<file path="config.mk">
export PLATFORM = sky130hd
export DESIGN_NAME = serial_rx_engine
export DESIGN_NICKNAME = d
export VERILOG_FILES = /design/src/rtl/serial_rx_pkg.sv /design/src/rtl/rx_line_sync.sv /design/src/rtl/rx_framer.sv /design/src/rtl/rx_flag_bank.sv /design/src/rtl/serial_rx_engine.sv
export SDC_FILE = /design/constraint.sdc
export NUM_CORES = 1
export LEC_CHECK = 0
export BUFFER_PORTS_ARGS = -buffer_cell sky130_fd_sc_hd__buf_2
export CAP_MARGIN = 20
export CORE_ASPECT_RATIO = 1.5
export CORE_MARGIN = 3
export CORE_UTILIZATION = 64
export DETAILED_ROUTE_END_ITERATION = 8
export HOLD_SLACK_MARGIN = 0.06
export PLACE_DENSITY = 0.91
export SETUP_SLACK_MARGIN = 0.3
export SKIP_CTS_REPAIR_TIMING = 1
export SYNTH_ARGS = -nofsm -noshare
export SYNTH_HDL_FRONTEND = slang
export SYNTH_SLANG_ARGS = --single-unit
</file>
<file path="constraint.sdc">
create_clock -name clk -period 5.51 [get_ports clk]
set_input_delay 0 -clock clk [delete_from_list [all_inputs] [get_ports clk]]
set_output_delay 0 -clock clk [all_outputs]
set_load 0.1 [all_outputs]
</file>
<file path="src/rtl/serial_rx_pkg.sv">
package serial_rx_pkg;

  typedef enum logic [2:0] {
    ST_HUNT,
    ST_START,
    ST_DATA,
    ST_STOP,
    ST_DRAIN
  } rx_state_t;

  localparam logic [1:0] ADR_CTRL = 2'd0;
  localparam logic [1:0] ADR_STAT = 2'd1;
  localparam logic [1:0] ADR_DATA = 2'd2;

  localparam int CB_ON   = 0;
  localparam int CB_NINE = 1;
  localparam int CB_FIE  = 2;
  localparam int CB_IIE  = 3;
  localparam int CTRL_W  = 4;

endpackage

</file>
<file path="src/rtl/rx_line_sync.sv">
module rx_line_sync #(
  parameter int STAGES = 2
) (
  input  logic clk,
  input  logic rst,
  input  logic din,
  output logic dout
);

  logic [STAGES-1:0] pipe;

  generate
    if (STAGES == 1) begin : g_single
      always_ff @(posedge clk) begin
        if (rst) pipe <= '1;
        else     pipe <= din;
      end
    end else begin : g_chain
      always_ff @(posedge clk) begin
        if (rst) pipe <= '1;
        else     pipe <= {pipe[STAGES-2:0], din};
      end
    end
  endgenerate

  assign dout = pipe[STAGES-1];

endmodule

</file>
<file path="src/rtl/rx_framer.sv">
module rx_framer
  import serial_rx_pkg::*;
#(
  parameter int OSR = 16
) (
  input  logic       clk,
  input  logic       rst,
  input  logic       enable,
  input  logic       nine_mode,
  input  logic       tick,
  input  logic       line,
  output logic       done,
  output logic [8:0] word,
  output logic       ferr,
  output logic       noisy_o,
  output logic       idle_pulse
);

  localparam int CW    = $clog2(OSR);
  localparam int MID   = OSR / 2;
  localparam int IDLE8 = 10 * OSR;
  localparam int IDLE9 = 11 * OSR;
  localparam int IW    = $clog2(IDLE9 + 1);

  localparam logic [CW-1:0] S_A    = CW'(MID - 1);
  localparam logic [CW-1:0] S_B    = CW'(MID);
  localparam logic [CW-1:0] S_C    = CW'(MID + 1);
  localparam logic [CW-1:0] S_EVAL = CW'(MID + 2);
  localparam logic [CW-1:0] S_LAST = CW'(OSR - 1);

  rx_state_t       st;
  logic [CW-1:0]   tcnt;
  logic [3:0]      bidx;
  logic [8:0]      shreg;
  logic [2:0]      samp;
  logic            noisy;
  logic            nine_q;
  logic [IW-1:0]   idle_cnt;
  logic            idle_armed;

  logic            vote;
  logic            split;
  logic [3:0]      last_bit;
  logic [IW-1:0]   idle_lim;

  always_comb begin
    vote     = (samp[0] & samp[1]) | (samp[0] & samp[2]) | (samp[1] & samp[2]);
    split    = (samp != 3'b000) && (samp != 3'b111);
    last_bit = nine_q ? 4'd8 : 4'd7;
    idle_lim = nine_mode ? IW'(IDLE9 - 1) : IW'(IDLE8 - 1);
  end

  always_ff @(posedge clk) begin
    if (rst) begin
      st         <= ST_HUNT;
      tcnt       <= '0;
      bidx       <= '0;
      shreg      <= '0;
      samp       <= 3'b111;
      noisy      <= 1'b0;
      nine_q     <= 1'b0;
      idle_cnt   <= '0;
      idle_armed <= 1'b0;
      done       <= 1'b0;
      word       <= '0;
      ferr       <= 1'b0;
      noisy_o    <= 1'b0;
      idle_pulse <= 1'b0;
    end else begin
      done       <= 1'b0;
      idle_pulse <= 1'b0;
      if (!enable) begin
        st         <= ST_HUNT;
        tcnt       <= '0;
        idle_cnt   <= '0;
        idle_armed <= 1'b0;
      end else if (tick) begin
        if (st != ST_HUNT && st != ST_DRAIN) begin
          if (tcnt == S_A || tcnt == S_B || tcnt == S_C)
            samp <= {samp[1:0], line};
          tcnt <= (tcnt == S_LAST) ? '0 : tcnt + CW'(1);
        end
        unique case (st)
          ST_HUNT: begin
            if (!line) begin
              st       <= ST_START;
              tcnt     <= CW'(1);
              noisy    <= 1'b0;
              nine_q   <= nine_mode;
              idle_cnt <= '0;
            end else if (idle_armed) begin
              if (idle_cnt == idle_lim) begin
                idle_pulse <= 1'b1;
                idle_armed <= 1'b0;
                idle_cnt   <= '0;
              end else begin
                idle_cnt <= idle_cnt + IW'(1);
              end
            end
          end
          ST_START: begin
            if (tcnt == S_EVAL) begin
              if (vote) st <= ST_HUNT;
              noisy <= split;
            end else if (tcnt == S_LAST) begin
              st   <= ST_DATA;
              bidx <= '0;
            end
          end
          ST_DATA: begin
            if (tcnt == S_EVAL) begin
              shreg <= {vote, shreg[8:1]};
              noisy <= noisy | split;
            end else if (tcnt == S_LAST) begin
              if (bidx == last_bit) st <= ST_STOP;
              else                  bidx <= bidx + 4'd1;
            end
          end
          ST_STOP: begin
            if (tcnt == S_EVAL) begin
              done       <= 1'b1;
              word       <= nine_q ? shreg : {1'b0, shreg[8:1]};
              ferr       <= ~vote;
              noisy_o    <= noisy | split;
              idle_armed <= 1'b1;
              idle_cnt   <= '0;
              tcnt       <= '0;
              st         <= vote ? ST_HUNT : ST_DRAIN;
            end
          end
          ST_DRAIN: begin
            if (line) st <= ST_HUNT;
          end
          default: st <= ST_HUNT;
        endcase
      end
    end
  end

  a_r11_off_quiet: assert property (@(posedge clk) disable iff (rst)
    !enable |=> (!done && !idle_pulse))
    else $error("R11: activity while receiver disabled");

  a_r6_drain_no_word: assert property (@(posedge clk) disable iff (rst)
    (st == ST_DRAIN && enable) |=> !done)
    else $error("R6: word produced while waiting for high line");

endmodule

</file>
<file path="src/rtl/rx_flag_bank.sv">
module rx_flag_bank (
  input  logic       clk,
  input  logic       rst,
  input  logic       done,
  input  logic [8:0] word,
  input  logic       ferr,
  input  logic       noise,
  input  logic       idle_pulse,
  input  logic       stat_rd,
  input  logic       data_rd,
  input  logic       full_ie,
  input  logic       idle_ie,
  input  logic       irq_mask,
  output logic [7:0] data_q,
  output logic       bit8_q,
  output logic       full,
  output logic       ovr,
  output logic       fe,
  output logic       nf,
  output logic       idle,
  output logic       irq
);

  logic armed;
  logic clear;
  logic store;
  logic ovr_set;

  always_comb begin
    clear   = data_rd & armed;
    store   = done & (~full | clear);
    ovr_set = done & full & ~clear;
  end

  always_ff @(posedge clk) begin
    if (rst) begin
      armed  <= 1'b0;
      data_q <= '0;
      bit8_q <= 1'b0;
      full   <= 1'b0;
      ovr    <= 1'b0;
      fe     <= 1'b0;
      nf     <= 1'b0;
      idle   <= 1'b0;
      irq    <= 1'b0;
    end else begin
      if (clear)        armed <= 1'b0;
      else if (stat_rd) armed <= 1'b1;
      if (clear) begin
        full <= 1'b0;
        ovr  <= 1'b0;
        fe   <= 1'b0;
        nf   <= 1'b0;
        idle <= 1'b0;
      end
      if (store) begin
        full   <= 1'b1;
        data_q <= word[7:0];
        bit8_q <= word[8];
        if (ferr)  fe <= 1'b1;
        if (noise) nf <= 1'b1;
      end
      if (ovr_set)    ovr  <= 1'b1;
      if (idle_pulse) idle <= 1'b1;
      irq <= ~irq_mask & ((full_ie & full) | (idle_ie & idle));
    end
  end

  a_r3_load_sets_full: assert property (@(posedge clk) disable iff (rst)
    (done && !full) |=> full)
    else $error("R3: full not set on completed word");

  a_r4_lone_read_keeps: assert property (@(posedge clk) disable iff (rst)
    (data_rd && !armed && full) |=> full)
    else $error("R4: data read without status read cleared full");

  a_r5_overrun_keeps: assert property (@(posedge clk) disable iff (rst)
    (done && full && !clear) |=> (ovr && $stable(data_q)))
    else $error("R5: overrun did not preserve buffer");

  a_r10_mask_blocks: assert property (@(posedge clk) disable iff (rst)
    irq_mask |=> !irq)
    else $error("R10: irq raised while masked");

endmodule

</file>
<file path="src/rtl/serial_rx_engine.sv">
module serial_rx_engine
  import serial_rx_pkg::*;
#(
  parameter int OSR         = 16,
  parameter int SYNC_STAGES = 2
) (
  input  logic       clk,
  input  logic       rst,
  input  logic       rx_line,
  input  logic       baud_tick,
  input  logic [1:0] bus_addr,
  input  logic       bus_wr,
  input  logic       bus_rd,
  input  logic [7:0] bus_wdata,
  output logic [7:0] bus_rdata,
  input  logic       irq_mask,
  output logic       irq
);

  logic [CTRL_W-1:0] ctrl_q;
  logic              line_s;
  logic              f_done;
  logic [8:0]        f_word;
  logic              f_ferr;
  logic              f_noise;
  logic              f_idle;
  logic [7:0]        data_q;
  logic              bit8_q;
  logic              full, ovr, fe, nf, idle;
  logic              stat_rd, data_rd;
  logic [7:0]        wdata_unused;

  assign wdata_unused = bus_wdata;
  assign stat_rd = bus_rd && (bus_addr == ADR_STAT);
  assign data_rd = bus_rd && (bus_addr == ADR_DATA);

  rx_line_sync #(.STAGES(SYNC_STAGES)) u_sync (
    .clk  (clk),
    .rst  (rst),
    .din  (rx_line),
    .dout (line_s)
  );

  rx_framer #(.OSR(OSR)) u_framer (
    .clk        (clk),
    .rst        (rst),
    .enable     (ctrl_q[CB_ON]),
    .nine_mode  (ctrl_q[CB_NINE]),
    .tick       (baud_tick),
    .line       (line_s),
    .done       (f_done),
    .word       (f_word),
    .ferr       (f_ferr),
    .noisy_o    (f_noise),
    .idle_pulse (f_idle)
  );

  rx_flag_bank u_flags (
    .clk        (clk),
    .rst        (rst),
    .done       (f_done),
    .word       (f_word),
    .ferr       (f_ferr),
    .noise      (f_noise),
    .idle_pulse (f_idle),
    .stat_rd    (stat_rd),
    .data_rd    (data_rd),
    .full_ie    (ctrl_q[CB_FIE]),
    .idle_ie    (ctrl_q[CB_IIE]),
    .irq_mask   (irq_mask),
    .data_q     (data_q),
    .bit8_q     (bit8_q),
    .full       (full),
    .ovr        (ovr),
    .fe         (fe),
    .nf         (nf),
    .idle       (idle),
    .irq        (irq)
  );

  always_ff @(posedge clk) begin
    if (rst) begin
      ctrl_q    <= '0;
      bus_rdata <= '0;
    end else begin
      if (bus_wr && bus_addr == ADR_CTRL)
        ctrl_q <= bus_wdata[CTRL_W-1:0];
      if (bus_rd) begin
        unique case (bus_addr)
          ADR_CTRL: bus_rdata <= {bit8_q, {(7-CTRL_W){1'b0}}, ctrl_q};
          ADR_STAT: bus_rdata <= {3'b000, idle, nf, fe, ovr, full};
          ADR_DATA: bus_rdata <= data_q;
          default:  bus_rdata <= '0;
        endcase
      end
    end
  end

  a_r12_ctrl_write: assert property (@(posedge clk) disable iff (rst)
    (bus_wr && bus_addr == ADR_CTRL) |=> (ctrl_q == $past(bus_wdata[CTRL_W-1:0])))
    else $error("R12: control write not applied");

endmodule

</file>
* Word level (Yosys, flattened, before mapping)
Index checks and enable logic that the tools add are counted.
** Cells by class
- Add/sub/neg operators :: 3
- Equality and inequality tests :: 30
- Multiplexer cells :: 52
- Bitwise operators :: 25
- Reduce and logical (&&, ||, !) cells :: 30
** Operator list (number)
- 2-to-1 mux 4 bit :: 10
- 2-to-1 mux 8 bit :: 4
- 2-to-1 mux 3 bit :: 10
- case mux 8 bit (3 select lines) :: 1
- AND reduction 4 bit :: 6
- 2-to-1 mux 1 bit :: 19
- == test 4 bit (second input constant) :: 4
- case mux 4 bit (2 select lines) :: 2
- case mux 8 bit (2 select lines) :: 1
- case mux 3 bit (5 select lines) :: 1
- != test 2 x 1 -> 1 bit (second input constant) :: 6
- != test 2 bit (second input constant) :: 6
- AND 1 bit :: 10
- NOT 1 bit :: 10
- nonzero test 2 bit :: 5
- 2-to-1 mux 9 bit :: 1
- AND reduction 9 bit :: 1
- nonzero test 3 bit :: 3
- adder 4 x 1 -> 4 bit (second input constant) :: 2
- adder 8 x 1 -> 8 bit (second input constant) :: 1
- == test 8 bit :: 1
- AND reduction 8 bit :: 1
- == test 3 x 2 -> 1 bit (second input constant) :: 2
- 2-to-1 mux 6 bit :: 1
- 20 further kinds :: 32
** Storage, ports and cells
- Bits in registers :: 77
- Bits of input ports :: 17
- Output and inout port bits :: 9
- Logic and storage cells :: 166

* Longest topological paths before layout
- Depth in word-level cells :: 6
- Depth in mapped cells :: 8
- Gate-level depth less buffers :: 7

* By module
A second synthesis with hierarchy kept.
** Unflattened totals
- Cells, all modules :: 411
- Area, all modules :: 3641.0 um^2
** By module, submodules not included
- rx_framer :: instances 1, cells an instance 283, area an instance 2396.0 um^2, seq. area each 940.9 um^2
- rx_flag_bank :: instances 1, cells an instance 62, area an instance 605.6 um^2, seq. area each 320.3 um^2
- serial_rx_engine :: instances 1, cells an instance 62, area an instance 586.8 um^2, seq. area each 240.2 um^2
- rx_line_sync :: instances 1, cells an instance 4, area an instance 52.6 um^2, seq. area each 40.0 um^2

* Least setup slack after synthesis
OpenSTA, ideal clock, no wires.
- Path type :: register to register
- From :: register u_framer.tcnt[0]
- To :: register u_framer.idle_cnt[6]
- Library setup time :: 70 ps
- Arrival :: 1729 ps
- Data required time :: 5440 ps
- Slack :: 3711 ps
- Stages on the path, launching flop included :: 8
- Path buffers :: 0
- Clock period less this slack :: 1799 ps
- Cells stage by stage :: dfxtp_1 -> inv_1 -> ha_1 -> and3b_2 -> nand3_2 -> a21o_1 -> or4_1 -> a21oi_1
** On the way
- Cells in the longest elaborated chain, start to end :: 3
** RTL lines
- from (decl) :: RTL line rx_framer.sv:32 : logic [CW-1:0] tcnt;
- from (signal assigned) :: RTL line rx_framer.sv:81 : tcnt <= (tcnt == S_LAST) ? '0 : tcnt + CW'(1);
- == test 4 bit :: RTL line rx_framer.sv:120 : if (tcnt == S_EVAL) begin
- != test 2 x 1 -> 1 bit (no line)
- AND reduction 4 bit (no line)
- to (signal assigned) :: RTL line rx_framer.sv:97 : idle_cnt <= idle_cnt + IW'(1);
- to (decl) :: RTL line rx_framer.sv:38 : logic [IW-1:0] idle_cnt;
Every way passes these cells.
A chain may end at the register's enable or synchronous reset.

* Worst setup path after layout
- From :: register u_framer.tcnt[0]
- To :: register u_framer.word[6]
** On the way
- Cells in the longest elaborated chain, start to end :: 2
** RTL lines
- == test 4 bit :: RTL line rx_framer.sv:120
- AND reduction 4 bit (no line)
- to (signal assigned) :: RTL line rx_framer.sv:122 : word <= nine_q ? shreg : {1'b0, shreg[8:1]};
- to (decl) :: RTL line rx_framer.sv:13 : output logic [8:0] word,
Every way passes these cells.

==> summary.md <==
| Metric | Value |
|---|---|
| Status | finished, final reports clean |
| Clock transition at path regs | 0.08 ns |
| Max cap viols | 0 |
| FILL cells | 393 |
| Crit path max fanout | 13 |
| Die Wd | 67.9 um |
| Ys async rst share | 0% |
| CP most frequent cell | nor2_1 |
| Crit path from | u_framer.tcnt[0] |
| Die Ht | 98.8 um |
| Post-Syn Instances | 419 |
| Setup crit end | u_framer.word[6] |
| Clock Sinks | 77 |
| Core Footprint | roughly 5500 um^2 |
| WP buf/inv | 2 |
| WHS | 0.0486 ns |
| Crit. path cell count | 8 |
| Peak supply drop | between 0.2 and 0.25 mV |
| Crit. End Element | flip-flop |
| Placed wire-length estimate | between 5000 and 6000 um |
| Residual DRC | 0 |
| Total number of vias | approximately 3,100 |
| Prevailing post-synth register cell | dfxtp_1 |
| Final hold viol count | 0 |
| First DRT Iteration DRCs | roughly 220 |
| Arrival time of the worst setup path | about 2.5 ns |
| Tot GR Track Use | 24.6% |
| Diodes inserted | 0 |
| Synth Area per Inst | 8.78 um^2 |
| Synth Net Count | about 440 |
| Final period utilization | 40.5% |
| Clk Latency, worst-skew pair | 0.36 ns |
| Site Rows | 33 |
| Wire per inst | about 15 um |
| Crit-path cells | inv_1 -> ha_1 -> and3b_2 -> nand3_1 -> nor2_1 -> buf_4 -> nor2_1 -> a211oi_1 |
| Placed instance area | approximately 3700 um^2 |
| Pin count of the biggest net entering global routing | slightly above 60 |
| Initial Util | between 60% and 70% |
| EDFF count, synth | 0 |
| Setup Skew | approximately 0.011 ns |
| Max H-tree Level | 3 |
| FF-to-FF setup slack | 3.28 ns |
| Max frequency | around 0.45 GHz |
| Crit path kind | reg -> reg |
| RSZ-0062 raised after global routing | false |
| Syn Std Cell Area | roughly 3700 um^2 |
| End of the worst register-to-register path | u_framer.word[6] |
| Dpl ws | 2.99 ns |
| Detailed Route WL | about 7700 um |
| Final #Nets | approximately 460 |
| GP Congestion | roughly 0.84 |
| Setup TNS | 0 ns |
| Max_slew headroom | between 30% and 40% |
| YS warnings | 0 |
| Most frequent cells in the layout | 77 x dfxtp_1, 66 x nor2_1, 38 x mux2i_1, 30 x a21oi_1 |
| Die area | approximately 6700 um^2 |
| Cell area power density | 253 nW/um^2 |
| Worst R2R Start | u_framer.tcnt[0] |
| Clk root buf | clkbuf_8 |
| Cts bufs inserted | 9 |
| Minimum clock period | 2.23 ns |
| Worst slew pin tran | 1.01 ns |
| Static Leak | ~1.4 nW |
| Gr ovfl total | 0 |
| Clock Path Buffers | 2 |
| Cell count of the worst reg-to-reg path | 8 |
| Vias per inst | roughly 6 |
| Share of layout cells above drive strength 1 | 11.6% |
| CTS tree | done |
| Commonest non-fill, non-tap cell in the layout | dfxtp_1 |
| Final instance area | 4000 um^2 |
| Post-synthesis cell type count | 57 |
| CP max stage delay | about 0.45 ns |
| Slowest cell on crit path | nor2_1 |
| Family with the most delay on the worst path | simple AND/OR/NAND/NOR gates |
| Sequential area share after synthesis | 41.9% |
| First-pass GRT wire length | ~13,000 um |
| Io pins | 26 |
| Drt pass-1 iters | 5 |
| Post-route setup slack | ~3.3 ns |
| CP Launch Type | flip-flop |
| Pins Over Slew Limit | 0 |
| Antenna viol nets, final | 0 |
| IO Port Bufs | 21 |
| Vias in the first global route | 2,915 |
| Initial antenna violation count | 0 |
| Worst hold path type | in -> reg |
| CP Data Required Time | roughly 5.8 ns |
| Number of synthesized register bits | slightly below 80 |
| Layout area overhead | 8.81% |
| Final setup viols | 0 |
==> flip-flops by register name, indices dropped and copies added, names as in the netlist, 3 cells and up <==
| name | cells |
|---|---|
| u_framer.samp | 3 |
| ctrl_q | 4 |
| u_framer.st | 3 |
| u_framer.idle_cnt | 8 |
| u_framer.word | 9 |
| u_framer.tcnt | 4 |
| bus_rdata | 8 |
| u_framer.bidx | 4 |
| u_framer.shreg | 9 |
| u_flags.data_q | 8 |
==> cell families after synthesis <==
logic type / count (synthesis) / synth area share [%]
and+or+nand+nor: 162 / 22.7
AOI/OAI and AO/OA: 93 / 16.8
DFF: 77 / 41.9
buffers and inverters: 39 / 5.21
muxes: 38 / 10.3
adders and majority gates: 7 / 2.31
xor gates and xnor gates: 3 / 0.715
==> tightest hold or removal path: stages <==
cell and delay (ns):
buf_2 0.20, nand3_1 0.10, a21oi_1 0.06
==> worst min-delay path by stage <==
stage / startpoint / to / depth (start not counted)
2_1_floorplan: irq_mask / u_flags.irq / 1
3_3_place_gp: irq_mask / u_flags.irq / 2
3_5_place_dp: irq_mask / u_flags.irq / 2
4_1_cts: irq_mask / u_flags.irq / 2
5_1_grt: bus_rd / bus_rdata[1] / 3
6_report: bus_rd / bus_rdata[6] / 3
==> layout make-up <==
cell class | instances | area (um^2) | share of cell area (%)
well taps | 70 | 87.6 | 2.19
clock buffers | 11 | 151 | 3.78
multi-input cells | 303 | 1940 | 48.6
flip-flops and latches | 77 | 1540 | 38.5
repair buffers | 31 | 200 | 5.00
inverters | 11 | 41.3 | 1.03
clock inverters | 5 | 35.0 | 0.876
==> synthesized netlist by cell type, drive strengths merged, types with 2 or more instances <==
| master | number | area, um^2 |
|---|---|---|
| and3 | 7 | 45.1 |
| o2111ai | 2 | 17.5 |
| a211oi | 14 | 105 |
| nor2 | 67 | 259 |
| a22oi | 4 | 30.0 |
| or2 | 4 | 25.0 |
| nand4 | 2 | 12.5 |
| nand3b | 6 | 57.6 |
| o21ai | 22 | 110 |
| a22o | 2 | 17.5 |
| nand3 | 13 | 70.1 |
| mux2i | 38 | 380 |
| a211o | 5 | 45.0 |
| nand2b | 6 | 37.5 |
| a21oi | 30 | 150 |
| or3b | 2 | 17.5 |
| a32o | 2 | 20.0 |
| or3 | 4 | 25.0 |
| nor4 | 2 | 12.5 |
| inv | 11 | 41.3 |
| nand2 | 16 | 60.1 |
| nor3 | 13 | 65.1 |
| and2 | 3 | 18.8 |
| clkbuf | 13 | 48.8 |
| ha | 6 | 75.1 |
| xnor2 | 2 | 17.5 |
| o31ai | 2 | 15.0 |
| or4b | 2 | 20.0 |
| a21boi | 2 | 15.0 |
| or4 | 4 | 30.0 |
| buf | 14 | 92.6 |
| nor2b | 7 | 43.8 |
| a221oi | 2 | 23.8 |
| dfxtp | 77 | 1540 |
==> report_power, final <==
part	internal, mW	leakage, nW	switching [mW]
Clock	0.187	0.0836	0.207
Sequential	0.560	0.622	0.00380
Combinational	0.0169	0.681	0.0380
Total	0.764	1.39	0.249
==> per-stage QoR <==
step                std cells  utilization, %  total power, mW
floorplan                 419               -            0.616
global placement          483            67.4            0.625
detailed placement        483            67.4            0.627
CTS                       499            70.7             1.01
global route              508            72.3             1.05
finish                    508            72.3             1.01
==> layer usage <==
layer | routed length [um] | share of wire (%) | global-route usage (%)
met5 | 0 | 0 | 0
met4 | 212 | 2.7 | 12.9
met3 | 329 | 4.2 | 5.36
met2 | 4200 | 54 | 44.2
met1 | 3000 | 39 | 25.5
(Power assumes the default switching activity.)
